### config.mk
export PLATFORM = sky130hd
export DESIGN_NAME = trigram_hash_unit
export DESIGN_NICKNAME = d
export VERILOG_FILES = /design/src/rtl/trihash_pkg.sv /design/src/rtl/tri_byte_window.sv /design/src/rtl/tri_hash_stage.sv /design/src/rtl/trigram_hash_unit.sv
export SDC_FILE = /design/constraint.sdc
export NUM_CORES = 1
export LEC_CHECK = 0
export BUFFER_PORTS_ARGS = -buffer_cell sky130_fd_sc_hd__clkbuf_2
export CORE_MARGIN = 3
export CORE_UTILIZATION = 60
export DETAILED_ROUTE_END_ITERATION = 12
export PLACE_DENSITY = 0.82
export SLEW_MARGIN = 40
export SYNTH_ARGS = -nofsm -noshare
export SYNTH_HDL_FRONTEND = slang
export SYNTH_SLANG_ARGS = --single-unit
### constraint.sdc
create_clock -name clk -period 8.8 [get_ports clk]
set_input_delay 1.76 -clock clk [delete_from_list [all_inputs] [get_ports clk]]
set_output_delay 1.76 -clock clk [all_outputs]
set_load 0.01 [all_outputs]
### src/rtl/trihash_pkg.sv
package trihash_pkg;
    localparam int BYTE_W = 8;
    localparam int WIN_N  = 3;
    localparam int IDX_W  = 12;
    localparam int MULT   = 40543;
    localparam int PROD_W = 32;
    localparam int HSHIFT = 4;
    localparam int MIX_W  = 2 * BYTE_W;
    localparam int CNT_W  = $clog2(WIN_N + 1);

    typedef logic [BYTE_W-1:0] byte_t;

    // slot[0] holds the newest byte, slot[WIN_N-1] the oldest
    typedef struct packed {
        byte_t [WIN_N-1:0] slot;
        logic [CNT_W-1:0]  fill;
        logic              full;
    } win_state_t;

    typedef struct packed {
        logic [IDX_W-1:0] idx;
        logic             vld;
    } hash_state_t;
endpackage

### src/rtl/tri_byte_window.sv
module tri_byte_window
    import trihash_pkg::*;
(
    input  logic              clk,
    input  logic              rst,
    input  logic              en,
    input  byte_t             din,
    output byte_t [WIN_N-1:0] slots,
    output logic              full
);
    win_state_t s_d, s_q;

    always_comb begin
        s_d = s_q;
        if (rst) begin
            s_d = '0;
        end else if (en) begin
            s_d.slot[0] = din;
            for (int i = 1; i < WIN_N; i++) begin
                s_d.slot[i] = s_q.slot[i-1];
            end
            if (s_q.fill != CNT_W'(WIN_N)) begin
                s_d.fill = s_q.fill + 1'b1;
            end
            s_d.full = (s_d.fill == CNT_W'(WIN_N));
        end
    end

    always_ff @(posedge clk) begin
        s_q <= s_d;
    end

    assign slots = s_q.slot;
    assign full  = s_q.full;

    // every slot takes the value of its younger neighbour
    a_r1_shift_order: assert property (@(posedge clk) disable iff (rst)
        en |=> (s_q.slot[1] == $past(s_q.slot[0]) && s_q.slot[2] == $past(s_q.slot[1])));

    // nothing moves while disabled
    a_r7_window_hold: assert property (@(posedge clk) disable iff (rst)
        !en |=> ($stable(s_q.slot) && $stable(s_q.full)));

    // reset empties the window
    a_r6_window_clear: assert property (@(posedge clk)
        rst |=> (s_q.slot == '0 && !s_q.full));

    // the full flag never drops without a reset
    a_r2_full_sticky: assert property (@(posedge clk) disable iff (rst)
        s_q.full |=> s_q.full);
endmodule

### src/rtl/tri_hash_stage.sv
module tri_hash_stage
    import trihash_pkg::*;
(
    input  logic             clk,
    input  logic             rst,
    input  logic             en,
    input  byte_t            b_old,
    input  byte_t            b_mid,
    input  byte_t            b_new,
    input  logic             win_full,
    output logic [IDX_W-1:0] idx,
    output logic             idx_vld
);
    hash_state_t      h_d, h_q;
    logic [MIX_W-1:0]  mix;
    logic [PROD_W-1:0] prod;

    always_comb begin
        mix  = {b_old, {BYTE_W{1'b0}}}
             ^ (MIX_W'(b_mid) << (BYTE_W / 2))
             ^ MIX_W'(b_new);
        prod = PROD_W'(mix) * PROD_W'(MULT);
        h_d  = h_q;
        if (rst) begin
            h_d = '0;
        end else if (en) begin
            h_d.idx = prod[HSHIFT +: IDX_W];
            h_d.vld = win_full;
        end else begin
            h_d.vld = 1'b0;
        end
    end

    always_ff @(posedge clk) begin
        h_q <= h_d;
    end

    assign idx     = h_q.idx;
    assign idx_vld = h_q.vld;

    // the product keeps every bit of mix times the multiplier
    always_comb begin
        a_r5_full_product: assert (prod / PROD_W'(MULT) == PROD_W'(mix));
    end

    // valid follows the window flag one enabled edge later
    a_r3_valid_lag: assert property (@(posedge clk) disable iff (rst)
        en |=> (h_q.vld == $past(win_full)));

    // a disabled edge drops valid and keeps the index
    a_r7_valid_drop: assert property (@(posedge clk) disable iff (rst)
        !en |=> (!h_q.vld && $stable(h_q.idx)));
endmodule

### src/rtl/trigram_hash_unit.sv
module trigram_hash_unit
    import trihash_pkg::*;
(
    input  logic        clk,
    input  logic        rst,
    input  logic        en,
    input  logic [7:0]  byte_in,
    output logic [7:0]  newer_byte,
    output logic [7:0]  middle_byte,
    output logic [7:0]  older_byte,
    output logic        window_full,
    output logic [11:0] table_index,
    output logic        index_valid
);
    byte_t [WIN_N-1:0] slots;
    logic              full;

    tri_byte_window u_win (
        .clk   (clk),
        .rst   (rst),
        .en    (en),
        .din   (byte_in),
        .slots (slots),
        .full  (full)
    );

    tri_hash_stage u_hash (
        .clk      (clk),
        .rst      (rst),
        .en       (en),
        .b_old    (slots[WIN_N-1]),
        .b_mid    (slots[1]),
        .b_new    (slots[0]),
        .win_full (full),
        .idx      (table_index),
        .idx_vld  (index_valid)
    );

    assign newer_byte  = slots[0];
    assign middle_byte = slots[1];
    assign older_byte  = slots[WIN_N-1];
    assign window_full = full;

    // the window becomes full only at an enabled edge
    a_r2_full_on_enable: assert property (@(posedge clk) disable iff (rst)
        $rose(window_full) |-> $past(en));

    // the first edge out of reset never reports a valid index
    a_r8_no_stale_valid: assert property (@(posedge clk)
        rst |=> !index_valid);
endmodule

# == Yosys cells after proc, flatten, opt, wreduce, memory -nomap -nowiden ==
# Index checks and enable logic that the tools add are counted.
# totals
reg_bits,40
output_inout_bits,38
word_cells,18
# op_classes
reduce_logical,1
n_addsub,1
n_mul,1
eq_ne,2
bitwise_logic,3
mux,3
# op_table
operator,n
"multiplier 16 x 16 -> 16 bit, second input constant",1
bitwise XOR 16 x 12 -> 16 bit,1
bitwise XOR 16 x 8 -> 16 bit,1
two-way mux 2 bit,3
"adder 2 x 1 -> 2 bit, second input constant",1
"== test 2 bit, second input constant",1
"inequality test 2 bit, second input constant",1
OR reduction 2 bit,1
NOT 1 bit,1

# == Logic depth before layout (Yosys ltp) ==
# Gate-level depths: netlist (run 1).
# depth
word_depth,5
ltp_mapped,19

# == Cells and area by module ==
# From an unflattened synthesis (run 1), not the netlist that was laid out.
# unflattened
hier_cells,451
area_unflattened_um2,4331.7
# modules_own_cells
mod,cells_per_inst,area_per_inst_um2,seq_area_each_um2,instances
tri_hash_stage,339,3173.0,260.2,1
tri_byte_window,112,1158.6,540.5,1

# == Least setup slack after synthesis (run 1) ==
# OpenSTA, ideal clock, no wires.
# synth_timing
path_kind,reg2reg
startpoint,"reg u_win.s_q, in the netlist u_win.slots[14]"
endpoint,"reg u_hash.h_q, in the netlist u_hash.idx[11]"
setup_ns,0.137
required_time_ns,8.663
path_buffers,0
path_stages_with_launch,19
path_slack_ns,3.839
synth_period_minus_slack_ns,4.961
t_arrival_ns,4.824
cell_sequence,dfxtp_1 -> xnor2_1 -> inv_1 -> fa_1 -> inv_1 -> fa_1 -> inv_1 -> fa_1 -> inv_1 -> fa_1 -> fa_1 -> fa_1 -> inv_1 -> ha_1 -> nand3_1 -> nand2_1 -> a41oi_2 -> xnor2_1 -> a211oi_2
# synth_via
elab_chain_len,3
# synth_lines
item,line,source
start: declaration,tri_byte_window.sv:11,"win_state_t s_d, s_q;"
start signal: assignment,tri_byte_window.sv:30,s_q <= s_d;
bitwise XOR 16 x 12 -> 16 bit,tri_hash_stage.sv:20,^ (MIX_W'(b_mid) << (BYTE_W / 2))
bitwise XOR 16 x 8 -> 16 bit,tri_hash_stage.sv:21,^ MIX_W'(b_new);
multiplier 16 x 16 -> 16 bit,tri_hash_stage.sv:22,prod = PROD_W'(mix) * PROD_W'(MULT);
end signal: assignment,tri_hash_stage.sv:35,h_q <= h_d;
end: declaration,tri_hash_stage.sv:14,"hash_state_t h_d, h_q;"
# Every way passes these cells.
# A chain may end at the register's enable or synchronous reset.

# == Worst setup path after layout (run 1) ==
# layout_timing
startpoint,"reg u_win.s_q, in the netlist u_win.slots[12]"
endpoint,"reg u_hash.h_q, in the netlist u_hash.idx[11]"
# The elaborated chain is that of the path after synthesis.

==> results of run 1 <==
## registers in the layout (all words and copies together), names as in the netlist
name,cells
u_win.slots,24
u_hash.idx_vld,1
u_win.s_q,2
u_win.full,1
u_hash.idx,12
## synthesized netlist by cell type (all sizes together), types with 3 or more instances
library cell  instances  area, sq um
nor3b                 3         22.5
a21o                  5         37.5
clkbuf               10         37.5
inv                  85          319
nor2b                 4         25.0
fa                   45          901
ha                   51          638
mux2i                30          300
nor2                 46          173
buf                  24          180
o21ai                 7         35.0
xnor2                34          313
nand2b                3         18.8
dfxtp                40          801
nand3                 5         25.0
xor2                 11          111
nand2                 9         33.8
a21oi                12         60.1
## path summary, 6_finish.rpt
kind,endpoint
setup / recovery,u_hash.idx[11]
hold reg to reg,u_hash.idx_vld
hold / removal,u_hash.idx_vld
setup reg to reg,u_hash.idx[11]
## worst reg2reg max path, stage by stage (launching register included)
cell and delay, ns:
sky130_fd_sc_hd__dfxtp_1 0.39, sky130_fd_sc_hd__xor2_1 0.53, sky130_fd_sc_hd__inv_2 0.25, sky130_fd_sc_hd__fa_1 0.55, sky130_fd_sc_hd__inv_1 0.05, sky130_fd_sc_hd__fa_1 0.44, sky130_fd_sc_hd__ha_1 0.25, sky130_fd_sc_hd__fa_1 0.58
sky130_fd_sc_hd__inv_1 0.06, sky130_fd_sc_hd__fa_1 0.48, sky130_fd_sc_hd__fa_1 0.55, sky130_fd_sc_hd__inv_1 0.05, sky130_fd_sc_hd__ha_1 0.33, sky130_fd_sc_hd__a21o_1 0.21, sky130_fd_sc_hd__a211o_1 0.28, sky130_fd_sc_hd__a41oi_2 0.24
sky130_fd_sc_hd__xnor2_1 0.16, sky130_fd_sc_hd__a211oi_2 0.09
## report_power, final
part	total [W]	switching (W)	internal (W)
combinational	0.000637	0.000359	0.000278
sequential	0.000226	0.0000196	0.000207
clock	0.000166	0.0000731	0.0000929
## area by class of cell
| type | count | area (sq um) |
|---|---|---|
| Clock buffer | 6 | 82.6 |
| Inverter | 85 | 319 |
| Multi-Input combinational cell | 287 | 2880 |
| Fill cell | 505 | 2080 |
| Clock inverter | 2 | 38.8 |
| Timing Repair Buffer | 49 | 250 |
| Sequential cell | 40 | 801 |
| Tap cell | 93 | 116 |
## kinds of logic after synthesis
family | after synthesis | synth area share (%)
buf+inv | 119 | 12.7
fa+ha+maj | 97 | 36.7
simple gates | 80 | 8.86
xor+xnor | 45 | 10.1
flops | 40 | 19.0
compound gates | 35 | 5.57
mux | 30 | 7.12
## per-layer routing
| layer | GRT usage, % | routed length, um | up-vias |
|---|---|---|---|
| met3 | 5.26 | 424 | 19 |
| met1 | 27.9 | 3720 | 1421 |
| li1 | - | - | 1427 |
| met4 | 8.42 | 224 | 0 |
| met5 | 0 | 0 | - |
| met2 | 38.9 | 4250 | 76 |
## metrics by stage
step	setup slack (ns)	std cells	instance area, sq um	hold WS [ns]	utilization [%]
6_report	3.17	562	4490	0.455	68.4
5_1_grt	2.93	562	4490	0.493	68.4
4_1_cts	3.20	562	4490	0.461	68.4
3_5_place_dp	3.26	554	4370	0.448	66.5
3_3_place_gp	3.32	554	4370	0.445	66.5
2_1_floorplan	3.84	446	4220	0.459	-
==> metrics.log, run 1 <==
[metrics] count of buffering cells on the critical path with inverters included: 4
[metrics] most used flip-flop cell after synthesis: sky130_fd_sc_hd__dfxtp_1
[metrics] Max-slew headroom: 52.6%
[metrics] register-to-register setup slack: 3.17 ns
[metrics] largest stage delay on the critical path: 0.58 ns
[metrics] maximum number of buffers from clock root to sink: 2
[metrics] post-route setup TNS: 0 ns
[metrics] clock input transition at the sequential cells of the worst setup and hold paths: 0.09 ns
[metrics] critical-path maximum fanout: 6
[metrics] peak clock frequency supported by timing: 178 MHz
[metrics] Static Leak: 2.33 nW
[metrics] run status: finished clean
[metrics] pin slew with the least headroom to its limit: 0.710 ns
[metrics] fraction of the yosys area taken by sequential cells: 19.0%
[metrics] crit path launch type: flop
[metrics] most prevalent standard cell on the critical path: sky130_fd_sc_hd__fa_1
[metrics] First-pass DRT Iterations: 4
[metrics] number of sinks on the clock net: 40
[metrics] cts repair resizes: 0
[metrics] synthesized area: 4220 sq um
[metrics] most frequent cells in the layout: sky130_fd_sc_hd__inv_1 (84), sky130_fd_sc_hd__ha_1 (51), sky130_fd_sc_hd__clkbuf_2 (47)
[metrics] number of antenna violations at the first check in global routing: 0
[metrics] library cell used as clock root buffer: sky130_fd_sc_hd__clkbuf_8
[metrics] post-route clock period utilization: 64.0%
[metrics] via count of the first global-routing pass: 3089
[metrics] final-report setup violation count: 0
[metrics] EDFF count, synth: 0
[metrics] slowest cell on the critical path: sky130_fd_sc_hd__fa_1
[metrics] gpl congestion: 0.892
[metrics] vias: 2943
[metrics] Post-synth ARST share: 0%
[metrics] total overflow reported by the global router: 0
[metrics] synth-to-layout area growth: 6.40%
[metrics] net count after synthesis: 553
[metrics] Worst Reg2Reg Path Length in Cells: 17
[metrics] later-pin clock latency in the skew report: 0.31 ns
[metrics] worst min path class: flop to flop
[metrics] distinct cell type count after synthesis: 42
[metrics] # H-tree levels: 2
[metrics] die width: 89.9 um
[metrics] Reg-to-Reg Start: u_win.slots[12]
[metrics] ANT cells: 0
[metrics] PD cells: 229 nW/um^2
[metrics] cts bufs inserted: 5
[metrics] Routed Antenna Nets: 0
[metrics] max-capacitance violation count: 0
[metrics] kind of capture point of the worst setup path: flop
[metrics] DRC violation total after the first TritonRoute iteration: 78
[metrics] CTS tree: done
[metrics] layout cells sized above 1: 13.9%
[metrics] maximum clock skew at final layout: 0.00853 ns
[metrics] initial core utilization: 64.3%
[metrics] port bufs: 48
[metrics] #FFs+latches synth: 40
[metrics] post-CTS setup repair buffer count: 0
[metrics] mean instance size in the synthesized netlist: 9.46 sq um
[metrics] hold violation total from the final report: 0
[metrics] via density per instance: 5.24
[metrics] RSZ-0062 raised after global routing: no
[metrics] count of standard-cell rows: 29
[metrics] count of pins on the block boundary: 49
[metrics] Worst setup startpoint: u_win.slots[12]
[metrics] critical path, cell by cell: xor2_1, inv_2, fa_1, inv_1, fa_1, ha_1, fa_1, inv_1, fa_1, fa_1, inv_1, ha_1, a21o_1, a211o_1, a41oi_2, xnor2_1, a211oi_2
[metrics] type of the setup path with the least slack: flop to flop
[metrics] Detailed Route WL: 8610 um
[metrics] net total in the final layout: 575
[metrics] warnings from Yosys: 0
[metrics] hold-fix buffers at CTS: 0
[metrics] wire length of the first global-routing pass: 14700 um
[metrics] largest voltage drop on the vdd net: 0.0000999 V
[metrics] average detailed-routed wire length per instance: 15.3 um
[metrics] CP required: 8.96 ns
[metrics] Final Critical Period: 5.63 ns
[metrics] synthesized netlist cell count: 446
[metrics] area inside the core boundary: 6570 sq um
[metrics] Total GRT Usage: 22.7%
[metrics] Hold Crit Depth: 2
[metrics] maximum number of pins on one net before global-route repair: 54
[metrics] placed wire-length estimate after detailed placement: 6990 um
[metrics] hold path start: u_win.full
[metrics] most common library cell in the layout ignoring fill and taps: sky130_fd_sc_hd__inv_1
[metrics] vertical die dimension: 89.9 um
[metrics] max-slew violation count: 0
[metrics] DRC errors left: 0
[metrics] WP data arrival: 5.79 ns
[metrics] Die Outline Area: 8080 sq um
[metrics] delay-heaviest family, CP: adder cells
[metrics] total power: 0.00103 W
[metrics] cell count along the critical path: 17
No activity file was read; power rests on OpenSTA's default activity.
==> run 2: changes to the inputs <==
- ABC_AREA: not set -> 1
- PLACE_DENSITY: 0.82 -> 0.81
- clock period: 8.8 -> 5.45 ns (I/O delays scaled with it)
==> run 2 against run 1 <==
  * Die area increased by 4.4%
  * Maximum frequency increased by 8.1%
  * Critical path depth increased by 6
  * Design area increased by 5.3%
  * Sequential share of layout area decreased by 0.84 points
  * Synthesized area increased by 4.7%
  * Core utilization decreased by 0.65 points
  * First-iteration DRC count increased to 2.8 times the previous value
  * Clock skew decreased by 0.0018 ns
  * Count of clock-buffer cells in the layout unchanged
  * Worst hold slack improved by 0.0062 ns
==> metrics.log, run 2 <==
[metrics] Routed Antenna Nets: 0 (unchanged)
[metrics] final worst hold slack: 0.462 ns (+0.00621 ns)
[metrics] number of inserted filler cells in the final layout: 588 (+16%)
[metrics] slowest cell on the critical path: sky130_fd_sc_hd__fa_1
[metrics] count of pins on the block boundary: 49 (unchanged)
[metrics] final-report setup violation count: 0 (unchanged)
[metrics] # H-tree levels: 2 (unchanged)
[metrics] post-layout util: 67.7% (-0.65 points)
[metrics] synth-to-layout area growth: 6.96%
[metrics] vias: 3628 (+23%)
[metrics] Total GRT Usage: 24.6% (+1.9 points)
[metrics] pin slew with the least headroom to its limit: 0.793 ns (+0.0828 ns)
[metrics] DRC violation total after the first TritonRoute iteration: 219 (+180%)
[metrics] placed wire-length estimate after detailed placement: 7980 um (+14%)
[metrics] most common library cell in the layout ignoring fill and taps: sky130_fd_sc_hd__inv_1
[metrics] average detailed-routed wire length per instance: 14.1 um (-8.3%)
[metrics] delay-heaviest family, CP: adder cells
[metrics] net count after synthesis: 679 (+23%)
[metrics] run status: finished clean
[metrics] ANT cells: 0 (unchanged)
[metrics] count of buffering cells on the critical path with inverters included: 6 (+2)
[metrics] most common cell in the netlist: sky130_fd_sc_hd__inv_1
[metrics] maximum clock skew at final layout: 0.00670 ns (-0.00182 ns)
[metrics] Post-synth ARST share: 0% (unchanged)
[metrics] total overflow reported by the global router: 0 (unchanged)
[metrics] number of sinks on the clock net: 40 (unchanged)
[metrics] post-route clock period utilization: 95.6% (+32 points)
[metrics] via count of the first global-routing pass: 3578 (+16%)
[metrics] max-capacitance violation count: 0 (unchanged)
[metrics] library cell used as clock root buffer: sky130_fd_sc_hd__clkbuf_8
[metrics] ranking of synthesized cells by instance count: sky130_fd_sc_hd__inv_1 (134), sky130_fd_sc_hd__nand2_1 (82), sky130_fd_sc_hd__ha_1 (51)
[metrics] multi-input combinational cell area: 2890 sq um (+0.39%)
[metrics] cts bufs inserted: 5 (unchanged)
[metrics] maximum number of buffers from clock root to sink: 2 (unchanged)
[metrics] worst min path class: flop to flop
[metrics] maximum number of pins on one net before global-route repair: 45 (-17%)
[metrics] port bufs: 48 (unchanged)
[metrics] Die Outline Area: 8430 sq um (+4.4%)
[metrics] most frequent cells in the layout: sky130_fd_sc_hd__inv_1 (131), sky130_fd_sc_hd__nand2_1 (81), sky130_fd_sc_hd__ha_1 (50)
[metrics] CTS tree: done
[metrics] critical-path maximum fanout: 6 (unchanged)
[metrics] layout cells sized above 1: 13.5% (-0.34 points)
[metrics] post-route cell area: 4730 sq um (+5.3%)
[metrics] vertical die dimension: 91.8 um (+2.2%)
[metrics] hold-fix buffers at CTS: 0 (unchanged)
[metrics] largest stage delay on the critical path: 0.64 ns (+0.06 ns)
[metrics] Detailed Route WL: 9770 um (+13%)
[metrics] instance area after placement: 4590 sq um (+5.0%)
[metrics] hold violation total from the final report: 0 (unchanged)
[metrics] crit path launch type: flop
[metrics] area inside the core boundary: 6980 sq um (+6.3%)
[metrics] synthesized netlist cell count: 572 (+28%)
[metrics] type of the setup path with the least slack: flop to flop
[metrics] later-pin clock latency in the skew report: 0.29 ns (-0.02 ns)
[metrics] wire length of the first global-routing pass: 16800 um (+14%)
[metrics] #FFs+latches synth: 40 (unchanged)
[metrics] critical path, cell by cell: inv_1, nand2_1, nand2_1, fa_1, fa_1, ha_1, inv_1, fa_1, inv_1, fa_1, inv_1, fa_1, inv_1, ha_1, inv_1, o21ai_0, a31oi_1, o21ai_0, a21oi_1, nand3_1, nand2_1, nor2_1, nor2_1
[metrics] kind of capture point of the worst setup path: flop
[metrics] peak clock frequency supported by timing: 192 MHz (+8.1%)
[metrics] distinct cell type count after synthesis: 31 (-26%)
[metrics] Final Critical Period: 5.21 ns (-0.420 ns)
[metrics] First-pass DRT Iterations: 5 (+1)
[metrics] most used flip-flop cell after synthesis: sky130_fd_sc_hd__dfxtp_1
[metrics] dominant cell type by area after synthesis: sky130_fd_sc_hd__fa_1
[metrics] most area-consuming cells after synthesis: sky130_fd_sc_hd__fa_1 (20%), sky130_fd_sc_hd__dfxtp_1 (18%), sky130_fd_sc_hd__ha_1 (14%)
[metrics] DRC errors left: 0 (unchanged)
[metrics] Place WS: 0.137 ns (-3.12 ns)
[metrics] gpl congestion: 0.979 (+9.8%)
[metrics] number of antenna violations at the first check in global routing: 0 (unchanged)
[metrics] initial core utilization: 63.3% (-0.94 points)
[metrics] count of standard-cell rows: 30 (+3.4%)
[metrics] smallest setup slack after layout: 0.241 ns (-2.93 ns)
[metrics] CP required: 5.68 ns (-3.28 ns)
[metrics] most prevalent standard cell on the critical path: sky130_fd_sc_hd__inv_1
[metrics] net total in the final layout: 705 (+23%)
[metrics] proportion of netlist area held by the largest area contributor: 20.4% (-0.97 points)
[metrics] via density per instance: 5.22 (-0.32%)
[metrics] EDFF count, synth: 0 (unchanged)
[metrics] Max-slew headroom: 47.1% (-5.5 points)
[metrics] WP data arrival: 5.44 ns (-0.35 ns)
[metrics] fraction of the yosys area taken by sequential cells: 18.1% (-0.86 points)
[metrics] mean instance size in the synthesized netlist: 7.73 sq um (-18%)
[metrics] die width: 91.8 um (+2.2%)
[metrics] warnings from Yosys: 0 (unchanged)
[metrics] max-slew violation count: 0 (unchanged)
[metrics] max FFs per register: 24 (unchanged)
[metrics] Storage cell area: 803 sq um (+0.31%)
[metrics] clock input transition at the sequential cells of the worst setup and hold paths: 0.08 ns (about the same)
[metrics] synthesized area: 4420 sq um (+4.7%)
[run 2: cell count changes after synthesis, moves of 4 or more]
cell                      delta
sky130_fd_sc_hd__nor2b_1     -4
sky130_fd_sc_hd__nand2_2     +4
sky130_fd_sc_hd__xnor2_1    -23
sky130_fd_sc_hd__o21ai_0    +35
sky130_fd_sc_hd__mux2i_1    -30
sky130_fd_sc_hd__nand2_1    +73
sky130_fd_sc_hd__inv_1      +50
sky130_fd_sc_hd__a21oi_1    +13
sky130_fd_sc_hd__xor2_1      +7
sky130_fd_sc_hd__nand3_1     +9
[run 2: final timing paths]
| path | start | slack (ns) | endpoint | cells after the start |
|---|---|---|---|---|
| max | u_win.slots[17] | 0.24 | u_hash.idx[11] | 23 |
| min reg2reg | u_win.full | 0.46 | u_hash.idx_vld | 2 |
| max reg2reg | u_win.slots[17] | 0.24 | u_hash.idx[11] | 23 |
| min | u_win.full | 0.46 | u_hash.idx_vld | 2 |
[run 2: metrics by stage]
| step | instances | TNS [ns] |
|---|---|---|
| after floorplan | 572 | 0 |
| after global placement | 685 | 0 |
| after detailed placement | 685 | 0 |
| after CTS | 693 | 0 |
| after global routing | 695 | -0.00375 |
| final | 695 | 0 |
[run 2: per-layer routing]
layer	track usage (%)	vias to the layer above	routed length (um)
met4	5.69	0	120
li1	-	1766	-
met1	33.9	1739	4290
met2	41.6	115	4840
met3	2.71	8	509
met5	0	-	0
[run 2: layout make-up]
class	count	area share [%]
clock inverter	2	0.741
sequential	40	17.0
inverter	136	10.8
multi-input combinational	360	61.2
clock buffer	6	1.53
tap	96	2.54
timing repair buffer	55	6.19
[run 2: worst register-to-register path, cell delays in order, from the launching register on]
cell and delay [ns]:
sky130_fd_sc_hd__dfxtp_1 0.37, sky130_fd_sc_hd__inv_1 0.09, sky130_fd_sc_hd__nand2_1 0.07, sky130_fd_sc_hd__nand2_1 0.22
sky130_fd_sc_hd__fa_1 0.64, sky130_fd_sc_hd__fa_1 0.42, sky130_fd_sc_hd__ha_1 0.29, sky130_fd_sc_hd__inv_1 0.05
sky130_fd_sc_hd__fa_1 0.48, sky130_fd_sc_hd__inv_1 0.06, sky130_fd_sc_hd__fa_1 0.54, sky130_fd_sc_hd__inv_1 0.06
sky130_fd_sc_hd__fa_1 0.53, sky130_fd_sc_hd__inv_1 0.04, sky130_fd_sc_hd__ha_1 0.33, sky130_fd_sc_hd__inv_1 0.11
sky130_fd_sc_hd__o21ai_0 0.10, sky130_fd_sc_hd__a31oi_1 0.14, sky130_fd_sc_hd__o21ai_0 0.10, sky130_fd_sc_hd__a21oi_1 0.20
sky130_fd_sc_hd__nand3_1 0.11, sky130_fd_sc_hd__nand2_1 0.07, sky130_fd_sc_hd__nor2_1 0.06, sky130_fd_sc_hd__nor2_1 0.08
[run 2: kinds of logic after synthesis]
family                   count (synthesis)  synth area share (%)
AO/OA/AOI/OAI                           83                  10.3
XOR/XNOR                                27                  5.94
adder cells (fa/ha/maj)                 96                  34.8
buffers and inverters                  172                  16.8
flip-flops                              40                  18.1
AND/OR/NAND/NOR                        154                  14.0
[run 2: what timing repair did]
action	CTS	global route
gates resized for setup	0	7
setup endpoints to repair	0	2
setup buffers	0	2
hold endpoints to repair	0	0
Power of run 2 is not shown: default switching activity piles up to over one toggle a cycle in this logic, so the estimate is an artifact.
==> run 3: changes to the inputs <==
--- a/config.mk
+++ b/config.mk
@@ -11,4 +11,5 @@
 export CORE_UTILIZATION = 60
 export DETAILED_ROUTE_END_ITERATION = 12
+export GPL_TIMING_DRIVEN = 0
 export PLACE_DENSITY = 0.81
 export SLEW_MARGIN = 40
==> constraint.sdc (replaced) <==
create_clock -name clk -period 5.45 [get_ports clk]
set_input_delay 0.2725 -clock clk [delete_from_list [all_inputs] [get_ports clk]]
set_output_delay 0.2725 -clock clk [all_outputs]
set_load 0.01 [all_outputs]
==> run 3 against run 2 <==
  * Critical path depth is 3 lower
  * Count of clock-buffer cells in the layout fell by 1
  * Sequential share of layout area fell by 0.69 points
  * Die area is the same
  * First-iteration DRC count decreased by 25%
  * Design area grew 4.3%
  * Worst setup slack worse by 0.024 ns
  * Clock skew shrank 0.0012 ns
  * Core utilization grew 2.9 points
  * Non-clock buffer count increased by 28
  * Via count increased by 3.6%
==> metrics.log, run 3 (synthesis gave the netlist of run 2 again) <==
[metrics] pin slew with the least headroom to its limit: 0.525 ns (-0.269 ns)
[metrics] CTS tree: done
[metrics] average detailed-routed wire length per instance: 14.3 um (+1.8%)
[metrics] gpl congestion: 0.919 (-6.1%)
[metrics] critical-path maximum fanout: 5 (-1)
[metrics] layout cells sized above 1: 16.8% (+3.3 points)
[metrics] most common library cell in the layout ignoring fill and taps: sky130_fd_sc_hd__inv_1
[metrics] DRC errors left: 0 (unchanged)
[metrics] Worst Reg2Reg Path Length in Cells: 20 (-13%)
[metrics] max-capacitance violation count: 0 (unchanged)
[metrics] number of sinks on the clock net: 40 (unchanged)
[metrics] number of antenna violations at the first check in global routing: 0 (unchanged)
[metrics] ANT cells: 0 (unchanged)
[metrics] vias: 3760 (+3.6%)
[metrics] critical path, cell by cell: xnor2_2, buf_4, fa_1, fa_1, inv_1, fa_1, fa_1, inv_1, fa_1, fa_1, inv_1, ha_2, a21o_1, a31oi_1, o21ai_1, a21oi_2, nand3_1, nand2_1, nor2_1, nor2_1
[metrics] maximum clock skew at final layout: 0.00552 ns (-0.00118 ns)
[metrics] initial core utilization: 63.3% (unchanged)
[metrics] max FFs per register: 24 (unchanged)
[metrics] vertical die dimension: 91.8 um (unchanged)
[metrics] peak clock frequency supported by timing: 191 MHz (-0.46%)
[metrics] type of the setup path with the least slack: flop to flop
[metrics] DRC violation total after the first TritonRoute iteration: 165 (-25%)
[metrics] run status: finished clean
[metrics] final worst hold slack: 0.199 ns (-0.262 ns)
[metrics] maximum number of pins on one net before global-route repair: 13 (-71%)
[metrics] placed wire-length estimate after detailed placement: 8520 um (+6.8%)
[metrics] Total GRT Usage: 25.6% (+1.0 points)
[metrics] Hold Crit Depth: 3 (+1)
[metrics] kind of capture point of the worst setup path: flop
[metrics] most prevalent standard cell on the critical path: sky130_fd_sc_hd__fa_1
[metrics] area inside the core boundary: 6980 sq um (unchanged)
[metrics] hold path start: byte_in[7]
[metrics] post-route setup TNS: 0 ns (unchanged)
[metrics] crit path launch type: flop
[metrics] clock input transition at the sequential cells of the worst setup and hold paths: 0.08 ns (about the same)
[metrics] max-slew violation count: 0 (unchanged)
[metrics] largest stage delay on the critical path: 0.57 ns (-0.07 ns)
[metrics] hold-fix buffers at CTS: 0 (unchanged)
[metrics] later-pin clock latency in the skew report: 0.30 ns (about the same)
[metrics] die width: 91.8 um (unchanged)
[metrics] First-pass DRT Iterations: 4 (-1)
[metrics] # H-tree levels: 2 (unchanged)
[metrics] CP required: 5.69 ns (about the same)
[metrics] wire length of the first global-routing pass: 17200 um (+2.4%)
[metrics] Final Critical Period: 5.23 ns (+0.0241 ns)
[metrics] Max-slew headroom: 65.0% (+18 points)
[metrics] net total in the final layout: 733 (+4.0%)
[metrics] most frequent cells in the layout: sky130_fd_sc_hd__inv_1 (133), sky130_fd_sc_hd__nand2_1 (79), sky130_fd_sc_hd__ha_1 (49)
[metrics] hold violation total from the final report: 0 (unchanged)
[metrics] maximum number of buffers from clock root to sink: 2 (unchanged)
[metrics] via density per instance: 5.21 (-0.24%)
[metrics] slowest cell on the critical path: sky130_fd_sc_hd__fa_1
[metrics] total overflow reported by the global router: 0 (unchanged)
[metrics] via count of the first global-routing pass: 3768 (+5.3%)
[metrics] post-route clock period utilization: 96.0% (+0.44 points)
[metrics] count of standard-cell rows: 30 (unchanged)
[metrics] cts bufs inserted: 5 (unchanged)
[metrics] synth-to-layout area growth: 11.5%
[metrics] count of pins on the block boundary: 49 (unchanged)
[metrics] non-filler cells, final: 722 (+3.9%)
[metrics] Detailed Route WL: 10300 um (+5.8%)
[metrics] Die Outline Area: 8430 sq um (unchanged)
[metrics] Routed Antenna Nets: 0 (unchanged)
[metrics] final-report setup violation count: 0 (unchanged)
[metrics] Placed Cells: 714 (+4.2%)
[metrics] port bufs: 46 (-4.2%)
[metrics] register-to-register setup slack: 0.22 ns (-0.02 ns)
[metrics] Reg-to-Reg Start: u_win.slots[19]
[metrics] reg-to-reg endpoint: u_hash.idx[11]
[metrics] worst min path class: primary input to flop
[metrics] library cell used as clock root buffer: sky130_fd_sc_hd__clkbuf_8
[metrics] WP data arrival: 5.47 ns (+0.03 ns)
[metrics] RSZ-0062 raised after global routing: no
[metrics] hold endpoint: u_win.slots[7]
==> run 3: changes by cell type in the layout (fill, tap and decap cells not counted), moves of 2 or more <==
cell / delta
sky130_fd_sc_hd__clkbuf_2: -2
sky130_fd_sc_hd__clkbuf_1: +10
sky130_fd_sc_hd__nand2_1: -2
sky130_fd_sc_hd__nand2_2: +2
sky130_fd_sc_hd__xnor2_1: -2
sky130_fd_sc_hd__inv_1: +2
sky130_fd_sc_hd__buf_4: +18
==> run 3: timing repair <==
action                     4_1_cts  5_1_grt
resized for setup                4       14
buffers inserted                 0        1
pin swaps                        0        2
setup endpoints to repair        2        4
==> run 3: worst max-delay path by stage <==
stage	end	cells after the start	start
2_1_floorplan	u_hash.idx[10]	20	u_win.slots[15]
3_3_place_gp	u_hash.idx[11]	21	u_win.slots[11]
3_5_place_dp	u_hash.idx[11]	21	u_win.slots[11]
4_1_cts	u_hash.idx[10]	20	u_win.slots[15]
5_1_grt	u_hash.idx[11]	21	u_win.slots[19]
6_report	u_hash.idx[11]	20	u_win.slots[19]
==> run 3: final cells by class <==
| cell class | instances | area, sq um |
|---|---|---|
| Buffer | 36 | 233 |
| Clock buffer | 5 | 68.8 |
| Clock inverter | 2 | 12.5 |
| Fill cell | 601 | 2050 |
| Inverter | 136 | 510 |
| Multi-Input combinational cell | 360 | 2940 |
| Sequential cell | 40 | 803 |
| Tap cell | 96 | 120 |
| Timing Repair Buffer | 47 | 238 |
==> run 3: worst max-delay path: cells and delay by family (launching register included) <==
kind / cells / cell delay, ns
XOR/XNOR: 1 / 0.27
AO/OA/AOI/OAI: 4 / 0.66
buffers and inverters: 4 / 0.33
adder cells (fa/ha/maj): 7 / 3.28
AND/OR/NAND/NOR: 4 / 0.28
flip-flops: 1 / 0.35
==> run 3: through the flow <==
stage	utilization, %	instance area [sq um]	setup WS [ns]
after floorplan	-	4420	0.486
after global placement	68.3	4770	-0.188
after detailed placement	68.3	4770	-0.245
after CTS	69.8	4870	0.0432
after global routing	70.6	4930	0.00841
final	70.6	4930	0.217
==> run 3: per-layer routing <==
metal  global-route usage, %  vias up  routed length (um)
met3                    2.95       21                 444
met2                    43.4      118                5050
met1                    33.3     1787                4550
li1                        -     1834                   -
met5                       0        -                   0
met4                    10.5        0                 289
Power of run 3 is left out for the same reason.
